### config.mk
export PLATFORM = sky130hd
export DESIGN_NAME = dmc_top
export DESIGN_NICKNAME = d
export VERILOG_FILES = /design/src/rtl/dmc_pkg.sv /design/src/rtl/dmc_lines.sv /design/src/rtl/dmc_ctrl.sv /design/src/rtl/dmc_top.sv
export SDC_FILE = /design/constraint.sdc
export NUM_CORES = 1
export LEC_CHECK = 0
export ABC_AREA = 1
export BUFFER_PORTS_ARGS = -buffer_cell sky130_fd_sc_hd__buf_4
export CAP_MARGIN = 20
export CORE_ASPECT_RATIO = 0.6
export CORE_MARGIN = 3
export CORE_UTILIZATION = 25
export DETAILED_ROUTE_END_ITERATION = 16
export PLACE_DENSITY = 0.36
export SLEW_MARGIN = 30
export SYNTH_ARGS = -nofsm -noshare
export SYNTH_HDL_FRONTEND = slang
export SYNTH_HIERARCHICAL = 1
export SYNTH_SLANG_ARGS = --single-unit
### constraint.sdc
create_clock -name clk -period 3.9 [get_ports clk]
set_input_delay 0.78 -clock clk [delete_from_list [all_inputs] [get_ports clk]]
set_output_delay 0.78 -clock clk [all_outputs]
set_load 0.005 [all_outputs]
### src/rtl/dmc_pkg.sv
package dmc_pkg;
  typedef enum logic [2:0] {
    ST_IDLE   = 3'd0,
    ST_EVICT  = 3'd1,
    ST_REFILL = 3'd2,
    ST_STORE  = 3'd3,
    ST_DONE   = 3'd4
  } st_e;
endpackage

### src/rtl/dmc_lines.sv
module dmc_lines #(
  parameter int IDX_W  = 3,
  parameter int TAG_W  = 5,
  parameter int DATA_W = 16
) (
  input  logic              clk,
  input  logic              rst_n,
  input  logic [IDX_W-1:0]  rd_idx,
  output logic              rd_valid,
  output logic              rd_dirty,
  output logic [TAG_W-1:0]  rd_tag,
  output logic [DATA_W-1:0] rd_data,
  input  logic              wr_en,
  input  logic [IDX_W-1:0]  wr_idx,
  input  logic [TAG_W-1:0]  wr_tag,
  input  logic [DATA_W-1:0] wr_data,
  input  logic              wr_dirty
);
  localparam int LINES = 1 << IDX_W;

  logic [LINES-1:0]  v_all;
  logic [LINES-1:0]  d_all;
  logic [TAG_W-1:0]  t_all [LINES];
  logic [DATA_W-1:0] w_all [LINES];

  for (genvar g = 0; g < LINES; g++) begin : g_line
    logic              v_q, d_q;
    logic [TAG_W-1:0]  t_q;
    logic [DATA_W-1:0] w_q;
    logic              sel;

    assign sel = wr_en && (wr_idx == IDX_W'(g));

    always_ff @(posedge clk or negedge rst_n) begin
      if (!rst_n) begin
        v_q <= 1'b0;
        d_q <= 1'b0;
      end else if (sel) begin
        v_q <= 1'b1;
        d_q <= wr_dirty;
      end
    end

    always_ff @(posedge clk) begin
      if (sel) begin
        t_q <= wr_tag;
        w_q <= wr_data;
      end
    end

    assign v_all[g] = v_q;
    assign d_all[g] = d_q;
    assign t_all[g] = t_q;
    assign w_all[g] = w_q;
  end

  assign rd_valid = v_all[rd_idx];
  assign rd_dirty = d_all[rd_idx];
  assign rd_tag   = t_all[rd_idx];
  assign rd_data  = w_all[rd_idx];
endmodule

### src/rtl/dmc_ctrl.sv
module dmc_ctrl
  import dmc_pkg::*;
(
  input  logic clk,
  input  logic rst_n,
  input  logic wb_mode,
  input  logic alloc_mode,
  input  logic req,
  input  logic we,
  input  logic hit,
  input  logic victim_dirty,
  input  logic mem_ack,
  output st_e  st,
  output logic ready,
  output logic mem_req,
  output logic mem_we,
  output logic sel_evict,
  output logic line_fill,
  output logic line_store
);
  st_e st_q, st_d;
  logic fast;

  always_comb begin
    fast = (!we && hit) ||
           (we && wb_mode && (hit || (alloc_mode && !victim_dirty)));
  end

  always_comb begin
    st_d      = st_q;
    ready     = 1'b0;
    mem_req   = 1'b0;
    mem_we    = 1'b0;
    sel_evict = 1'b0;
    line_fill = 1'b0;
    unique case (st_q)
      ST_IDLE: begin
        if (req) begin
          if (fast) begin
            ready = 1'b1;
          end else if (!we) begin
            st_d = (wb_mode && victim_dirty) ? ST_EVICT : ST_REFILL;
          end else if (wb_mode && alloc_mode) begin
            st_d = ST_EVICT;
          end else begin
            st_d = ST_STORE;
          end
        end
      end
      ST_EVICT: begin
        mem_req   = 1'b1;
        mem_we    = 1'b1;
        sel_evict = 1'b1;
        if (mem_ack) st_d = we ? ST_DONE : ST_REFILL;
      end
      ST_REFILL: begin
        mem_req = 1'b1;
        if (mem_ack) begin
          line_fill = 1'b1;
          st_d      = ST_DONE;
        end
      end
      ST_STORE: begin
        mem_req = 1'b1;
        mem_we  = 1'b1;
        if (mem_ack) st_d = ST_DONE;
      end
      ST_DONE: begin
        ready = 1'b1;
        st_d  = ST_IDLE;
      end
      default: st_d = ST_IDLE;
    endcase
    line_store = ready && we && (hit || alloc_mode);
  end

  always_ff @(posedge clk or negedge rst_n) begin
    if (!rst_n) st_q <= ST_IDLE;
    else        st_q <= st_d;
  end

  assign st = st_q;
endmodule

### src/rtl/dmc_top.sv
module dmc_top
  import dmc_pkg::*;
#(
  parameter int ADDR_W = 8,
  parameter int DATA_W = 16,
  parameter int IDX_W  = 3
) (
  input  logic              clk,
  input  logic              rst_n,
  input  logic              cfg_write_back,
  input  logic              cfg_write_alloc,
  input  logic              cpu_req,
  input  logic              cpu_we,
  input  logic [ADDR_W-1:0] cpu_addr,
  input  logic [DATA_W-1:0] cpu_wdata,
  output logic              cpu_ready,
  output logic [DATA_W-1:0] cpu_rdata,
  output logic              mem_req,
  output logic              mem_we,
  output logic [ADDR_W-1:0] mem_addr,
  output logic [DATA_W-1:0] mem_wdata,
  input  logic              mem_ack,
  input  logic [DATA_W-1:0] mem_rdata
);
  localparam int TAG_W = ADDR_W - IDX_W;

  logic [1:0] rs_q;
  logic       rst_sync_n;

  always_ff @(posedge clk or negedge rst_n) begin
    if (!rst_n) rs_q <= 2'b00;
    else        rs_q <= {rs_q[0], 1'b1};
  end
  assign rst_sync_n = rs_q[1];

  logic [IDX_W-1:0]  idx;
  logic [TAG_W-1:0]  tag;
  logic              ln_valid, ln_dirty;
  logic [TAG_W-1:0]  ln_tag;
  logic [DATA_W-1:0] ln_data;
  logic              lu_hit, victim_dirty;
  st_e               st;
  logic              sel_evict, line_fill, line_store;
  logic              wr_en, wr_dirty;
  logic [DATA_W-1:0] wr_data;

  assign idx          = cpu_addr[IDX_W-1:0];
  assign tag          = cpu_addr[ADDR_W-1:IDX_W];
  assign lu_hit       = ln_valid && (ln_tag == tag);
  assign victim_dirty = ln_valid && ln_dirty;

  dmc_ctrl ctrl_i (
    .clk          (clk),
    .rst_n        (rst_sync_n),
    .wb_mode      (cfg_write_back),
    .alloc_mode   (cfg_write_alloc),
    .req          (cpu_req),
    .we           (cpu_we),
    .hit          (lu_hit),
    .victim_dirty (victim_dirty),
    .mem_ack      (mem_ack),
    .st           (st),
    .ready        (cpu_ready),
    .mem_req      (mem_req),
    .mem_we       (mem_we),
    .sel_evict    (sel_evict),
    .line_fill    (line_fill),
    .line_store   (line_store)
  );

  assign wr_en    = line_fill || line_store;
  assign wr_data  = line_fill ? mem_rdata : cpu_wdata;
  assign wr_dirty = line_store && cfg_write_back;

  dmc_lines #(.IDX_W(IDX_W), .TAG_W(TAG_W), .DATA_W(DATA_W)) lines_i (
    .clk      (clk),
    .rst_n    (rst_sync_n),
    .rd_idx   (idx),
    .rd_valid (ln_valid),
    .rd_dirty (ln_dirty),
    .rd_tag   (ln_tag),
    .rd_data  (ln_data),
    .wr_en    (wr_en),
    .wr_idx   (idx),
    .wr_tag   (tag),
    .wr_data  (wr_data),
    .wr_dirty (wr_dirty)
  );

  assign mem_addr  = sel_evict ? {ln_tag, idx} : cpu_addr;
  assign mem_wdata = sel_evict ? ln_data : cpu_wdata;
  assign cpu_rdata = ln_data;
endmodule

==> key figures, run 1 <==
Pwr
  • Total power draw: 5.12 mW
  • Peak VDD IR: 0.305 mV
  • Psw: 1.38 mW
  • Internal power: 3.73 mW
  • Pwr/cell area: 457 mW/mm²
  • Clock share of power: 0.343
  • Logic pwr share: 0.188
  • Net Sw Frac: 0.271
  • Reg power frac: 0.469
  • Leak: 5.29 nW

Drt
  • TritonRoute pass-1 iters: 5
  • Via Count: 6589
  • DR vias/cell: 4.03
  • Remaining antenna violation count after routing: 0
  • DRC errors left: 0
  • Wire per inst: 15.7 µm
  • Initial DRC count: 420
  • Final wirelength: 25.6 mm

Flow run
  • Max-cap violations: 0

CTS
  • Maximum clock insertion buffer count: 2
  • H-tree levels: 4
  • Root buffer cell: clkbuf_16
  • CTS Buf Count: 17
  • Hold buffers post-CTS: 0
  • Post-CTS Setup Inserts: 0
  • Clk pin slew, worst setup/hold paths: 70 ps
  • Clock sink total: 189
  • Clk Latency, worst-skew pair: 440 ps
  • Post-CTS Resized: 0
  • CTS tree: yes

Setup path
  • Worst setup EP type: output pin
  • Delay-heaviest family, CP: simple AND/OR/NAND/NOR gates
  • CP arrival: 2840 ps
  • Crit path cell chain: buf_4, clkinv_2, buf_4, nand3_1, nand2_1, nand2_1, nand2_1, nand2_1, nand2_1, nor2_1, nand2_1, nor2_1, nor2_1, nor2_1, nand3_1, a21boi_1, buf_4
  • CP Class: in -> out
  • Largest stage delay, worst path: 240 ps
  • Critical path buffers and inverters: 4
  • CP dominant cell by count: nand2_1
  • Req. time, crit path: 3120 ps
  • Slowest-stage cell, CP: buf_4
  • Crit-path max FO: 11
  • Startpoint type of the worst setup path: primary input

Logic synthesis
  • Simple-gate share of the synthesized area: 0.229
  • Ys Warns: 6
  • Synth Register Bits: 189
  • Register area share after synthesis: 0.615
  • Synth Area in XOR/XNOR: 0
  • Syn_nets: 1077
  • Adder-cell share of the synthesized area: 0
  • Distinct cells, synth: 26
  • Synth Area per Inst: 8.80 µm²
  • Main combinational cell family by area after synthesis: simple AND/OR/NAND/NOR gates
  • Multiplexer area fraction after synthesis: 0
  • Synth Area in Compound Gates: 0.0291
  • Post-Syn Instances: 1030
  • Mapped Area: 0.00906 mm²

Global route
  • Vias in the first global route: 6390
  • Gr ovfl total: 0
  • Largest net degree at the start of global routing: 44
  • First-pass GRT wire length: 39.5 mm
  • Initial antenna violation count: 0
  • Total Routing Usage GR: 0.137

Finish
  • Layout net count: 1200
  • Design Area, Final: 0.0112 mm²
  • Filler cells: 3744
  • Layout cells sized above 1: 0.155
  • Synth-to-layout area growth: 23.5%
  • Antenna diodes: 0

Run status
  • Status: completed

STA
  • Peak Freq: 0.277 GHz
  • Clock skew: 9.62 ps
  • Relative slew slack: 0.374
  • Worst Tran Pin Value: 933 ps
  • Final min period: 3620 ps
  • Final setup vio count: 0
  • Max Slew Vio Count: 0
  • WHS: 107 ps
  • RSZ-0062 raised after global routing: no
  • Hold Fails Final Rpt: 0
  • Final Cycle Share: 0.927

Floorplanning
  • Row cnt: 53
  • CORE AREA: 0.0353 mm²
  • Chip height: 153 µm
  • I/O Pins: 90
  • Die width: 252 µm
  • Initial Util: 0.256
  • Die area: 0.0386 mm²

Placement
  • IO Port Bufs: 89
  • Post-DP Area: 0.0106 mm²
  • DP HPWL: 17.5 mm
  • GPL Wtd Cong: 0.748

Worst hold path
  • Worst Hold Class: in -> async
==> cell type report <==
type                    count  area [µm²]  area share
flip-flops and latches    189        5570       0.498
inverters                 234         882      0.0788
well taps                 467         584      0.0522
clock inverters            10         121      0.0108
clock buffers              22         444      0.0397
repair buffers            147        1240       0.111
multi-input cells         564        2350       0.210
==> cells in the mapped netlist, drive strengths merged <==
library cell	n	area, µm²
nand2	391	1470
inv	234	878
edfxtp	168	5040
nand3	98	495
o21ai	46	230
buf	39	255
dfrtp	21	526
nor2	18	77.6
clkbuf	4	15.0
a21oi	3	15.0
or2	2	12.5
a21boi	1	7.51
and3	1	6.26
conb	1	3.75
nand4	1	6.26
nor3	1	5.00
o21bai	1	11.3
==> worst paths after layout <==
check,start,endpoint,slack [ps],depth (start not counted)
max in group asynchronous,rs_q[1]$_DFF_PN0_,lines_i/g_line[5].v_q$_DFFE_PN0P_,3090,0
min in group clk,rs_q[0]$_DFF_PN0_,rs_q[1]$_DFF_PN0_,350,0
hold reg to reg,rs_q[1]$_DFF_PN0_,lines_i/g_line[7].d_q$_DFFE_PN0P_,330,0
setup / recovery,cpu_addr[1],cpu_ready,280,17
setup reg to reg,lines_i/g_line[0].t_q[0]$_DFFE_PP_,lines_i/g_line[0].w_q[0]$_DFFE_PP_,860,23
hold / removal,rst_n,rs_q[0]$_DFF_PN0_,110,1
==> layer usage <==
metal / up-vias / global-route usage / share of wire
met1: 3082 / 0.215 / 0.56
met5: - / 0 / 0
met4: 0 / 0.0378 / 0.0092
met3: 16 / 0.0211 / 0.025
li1: 3410 / - / -
met2: 81 / 0.192 / 0.41
==> worst reg2reg max path, stage by stage (launching register included) <==
cell and delay (ps):
edfxtp_1 360, inv_1 70, nand2_1 50, nand3_1 70
nand2_1 60, nand2_1 100, nand2_1 60, inv_1 80
nor2_1 50, nor2_1 140, nand2_1 70, nor2_1 190
nor2_1 90, nor2_1 180, nand3_1 130, nand2_1 70
and3_1 150, or2_2 120, inv_1 40, nor2_1 120
buf_4 140, nand2_1 70, inv_1 100, buf_12 190
==> layout by cell type, fill, tap and decap left out, types with 2 or more instances in the layout <==
cell	n
clkbuf_1	5
nand3_1	97
bufinv_16	3
nand2_1	390
clkinv_2	2
edfxtp_1	168
a21oi_1	3
dfrtp_1	21
buf_12	11
nor2_2	2
clkbuf_16	17
clkinv_1	6
o21ai_1	11
buf_4	136
o21ai_0	35
inv_1	229
inv_2	2
nor2_1	15
==> per-stage QoR <==
| stage | utilization | setup slack (ps) | instances | TNS (ps) |
|---|---|---|---|---|
| floorplan | - | 92.0 | 1030 | 0 |
| global placement | 0.301 | -21.7 | 1602 | -964 |
| detailed placement | 0.301 | -63.5 | 1602 | -4430 |
| CTS | 0.317 | 70.3 | 1634 | 0 |
| global route | 0.317 | 40.4 | 1633 | 0 |
| finish | 0.317 | 284 | 1633 | 0 |
==> power by group through the flow <==
stage	clock network, mW	registers [mW]	logic (mW)
after global routing	1.88	2.41	1.09
after detailed placement	0	2.44	0.986
final	1.76	2.40	0.963
after CTS	1.80	2.40	0.989
after floorplan	0	2.44	0.495
after global placement	0	2.44	0.999
==> state kept, by name, summed over array words and instances (netlist names) <==
register,flops
ctrl_i/st,3
lines_i/g_line.d_q,8
lines_i/g_line.t_q,40
lines_i/g_line.v_q,8
lines_i/g_line.w_q,128
rs_q,2
==> cells by family after synthesis <==
| family | after synthesis |
|---|---|
| buf+inv | 277 |
| other cells | 1 |
| compound gates | 51 |
| flops | 189 |
| simple gates | 512 |
Note: power is estimated with default switching activity, not from simulation.
==> inputs of run 2 (changes only) <==
Settings changed: ABC_AREA 1 to not set, PLACE_DENSITY 0.36 to 0.37.
==> run 2 against run 1 <==
Net effect:
- combinational power fell by 19%
- synthesized cell count fell by 63%
- setup slack got worse by 140 ps
- worst hold slack improved by 15 ps
- via count fell by 37%
- die area fell by 11%
- sequential share of layout area rose by 5.4 points
- largest cell class unchanged
- critical endpoint unchanged
- area after synthesis fell by 11%
- cell area fell by 9.7%
- global-route usage fell by 2.1 points
==> key figures, run 2 <==
Run status
  • Status: completed

Logic synthesis
  • Post-Syn Instances: 378
  • Ys Warns: 6
  • Yosys top cell by area: edfxtp_1
  • Ys flop type: edfxtp_1
  • Post-synth top area share: 0.626
  • EDFF count, synth: 168
  • Register area share after synthesis: 0.691
  • FFs w/ async S/R, synth: 0.111
  • Synth Area per Inst: 21.3 µm²
  • Count leader, synth: edfxtp_1
  • Most common library cells after synthesis: 168 x edfxtp_1, 68 x mux2_2, 37 x mux4_1
  • Distinct cells, synth: 40
  • Synth Register Bits: 189
  • Synth top area cells: edfxtp_1 63%, mux4_1 12%, mux2_2 9.5%, dfrtp_1 6.5%, mux4_2 2.5%
  • Mapped Area: 0.00806 mm²
  • Syn_nets: 425

CTS
  • Clk Latency, worst-skew pair: 430 ps
  • Hold buffers post-CTS: 0
  • Root buffer cell: clkbuf_16
  • CTS Buf Count: 17
  • Maximum clock insertion buffer count: 2
  • Clk pin slew, worst setup/hold paths: 70 ps
  • H-tree levels: 4
  • Clock sink total: 189
  • CTS tree: yes
  • Post-CTS Setup Inserts: 0

Pwr
  • Logic pwr share: 0.160
  • Peak VDD IR: 0.250 mV
  • Leak: 3.57 nW
  • Internal power: 3.69 mW
  • Psw: 1.22 mW
  • Clock share of power: 0.336
  • Reg power frac: 0.505
  • Net Sw Frac: 0.248
  • Pwr/cell area: 485 mW/mm²

Global route
  • Gr ovfl total: 0
  • First-pass GRT wire length: 29.2 mm
  • Largest net degree at the start of global routing: 30
  • Initial antenna violation count: 0
  • Total Routing Usage GR: 0.116
  • Vias in the first global route: 4460

Setup path
  • Setup crit end: cpu_ready
  • CP arrival: 2980 ps
  • R2R cell count: 12
  • Worst flop-to-flop path endpoint: lines_i/g_line[3].t_q[2]$_DFFE_PP_
  • Setup crit start: cpu_addr[0]
  • R2r setup slk: 430 ps
  • Startpoint type of the worst setup path: primary input
  • Worst r2r src: lines_i/g_line[4].t_q[0]$_DFFE_PP_
  • Req. time, crit path: 3120 ps
  • Worst setup EP type: output pin
  • CP Class: in -> out
  • Crit-path max FO: 10

Finish
  • Most frequent cells in the layout: 168 x edfxtp_1, 108 x buf_4, 65 x mux2_2
  • Filler cells: 3001
  • Final core occ: 0.321
  • Commonest non-fill, non-tap cell in the layout: edfxtp_1
  • Sequential Area: 0.00557 mm²
  • Largest Register: lines_i/g_line.w_q
  • Multi-input combinational cell area: 0.00237 mm²
  • Synth-to-layout area growth: 25.4%
  • Antenna diodes: 0
  • Max reg flops: 128
  • Top Registers: lines_i/g_line.w_q x128, lines_i/g_line.t_q x40
  • Layout net count: 547
  • Layout cells sized above 1: 0.487

Placement
  • IO Port Bufs: 89
  • GPL Wtd Cong: 0.779
  • DP HPWL: 12.7 mm

Drt
  • TritonRoute pass-1 iters: 4
  • DRC errors left: 0
  • DR vias/cell: 4.44
  • Via Count: 4127
  • Final wirelength: 19.7 mm
  • Remaining antenna violation count after routing: 0
  • Initial DRC count: 275
  • Wire per inst: 21.2 µm

Floorplanning
  • Chip height: 145 µm
  • Die width: 238 µm
  • I/O Pins: 90
  • Die area: 0.0345 mm²
  • Row cnt: 50
  • CORE AREA: 0.0315 mm²
  • Initial Util: 0.256

STA
  • Hold Fails Final Rpt: 0
  • Clock skew: 11.5 ps
  • RSZ-0062 raised after global routing: no
  • Final setup vio count: 0
  • Peak Freq: 0.266 GHz
  • Worst Tran Pin Value: 664 ps
  • Relative slew slack: 0.556
  • Max Slew Vio Count: 0
  • Final min period: 3760 ps
  • WHS: 122 ps
  • Final Cycle Share: 0.964

Worst hold path
  • Worst Hold Class: in -> async

Flow run
  • Max-cap violations: 0
[run 2: cell type report]
type / instances / area share
Clock buffer: 20 / 0.0432
Timing Repair Buffer: 122 / 0.106
Clock inverter: 12 / 0.0111
Inverter: 4 / 0.00149
Tap cell: 416 / 0.0515
Multi-Input combinational cell: 166 / 0.235
Sequential cell: 189 / 0.552
[run 2: timing repair]
| action | CTS | global route |
|---|---|---|
| pin swaps | 1 | 1 |
| gates cloned | 0 | 0 |
| resized for setup | 3 | 1 |
| setup endpoints to repair | 1 | 1 |
| endpoints found under the hold margin | 0 | 0 |
[run 2: how the worst min path moves through the flow]
| stage | cells after the start | slack (ps) | startpoint | end |
|---|---|---|---|---|
| 6_report | 1 | 120 | rst_n | rs_q[1]$_DFF_PN0_ |
| 5_1_grt | 1 | 90 | rst_n | rs_q[0]$_DFF_PN0_ |
| 4_1_cts | 1 | 90 | rst_n | rs_q[0]$_DFF_PN0_ |
| 3_5_place_dp | 0 | 340 | rs_q[0]$_DFF_PN0_ | rs_q[1]$_DFF_PN0_ |
| 3_3_place_gp | 0 | 340 | rs_q[0]$_DFF_PN0_ | rs_q[1]$_DFF_PN0_ |
| 2_1_floorplan | 0 | 240 | rs_q[1]$_DFF_PN0_ | ctrl_i/st[0]$_DFFE_PN0P_ |
[run 2: cells by family (layout without fill, tap and decap cells)]
kind of cell           after synthesis  in the layout  share of synthesized area
buffers and inverters               23            158                     0.0207
XOR/XNOR                             5              5                    0.00544
flip-flops                         189            189                      0.691
AO/OA/AOI/OAI                       11             11                     0.0104
multiplexers                       114            114                      0.241
AND/OR/NAND/NOR                     35             35                     0.0308
other                                1              1                   0.000465
[run 2: worst max-delay path: stages]
cell	delay (ps)
buf_6	160
mux4_2	530
mux2_4	300
xor2_1	160
nor4_2	350
buf_4	160
and3_1	190
o2111ai_2	140
nand2_2	110
buf_4	110
[run 2: power by group through the flow]
stage / registers [mW] / logic, mW / clock network [mW]
after floorplan: 2.48 / 0.454 / 0
after global placement: 2.52 / 0.789 / 0
after detailed placement: 2.52 / 0.804 / 0
after CTS: 2.48 / 0.808 / 1.70
after global routing: 2.49 / 0.860 / 1.78
final: 2.47 / 0.784 / 1.65
[run 2: per-stage QoR]
stage / cells / cell area (µm²) / setup slack, ps / TNS, ps / power, mW
6_report: 929 / 10100 / 140 / 0 / 4.90
5_1_grt: 929 / 10100 / 30.8 / 0 / 5.13
4_1_cts: 929 / 10100 / 18.8 / 0 / 4.99
3_5_place_dp: 897 / 9540 / -443 / -68920 / 3.32
3_3_place_gp: 897 / 9540 / -404 / -62130 / 3.31
2_1_floorplan: 378 / 8100 / -273 / -4430 / 2.93
[run 2: metal layers]
metal,up-vias,part of all wire,track usage
met5,-,0,0
met4,0,0.011,0.0267
met3,15,0.035,0.0304
met2,71,0.45,0.172
met1,2205,0.51,0.169
li1,1836,-,-
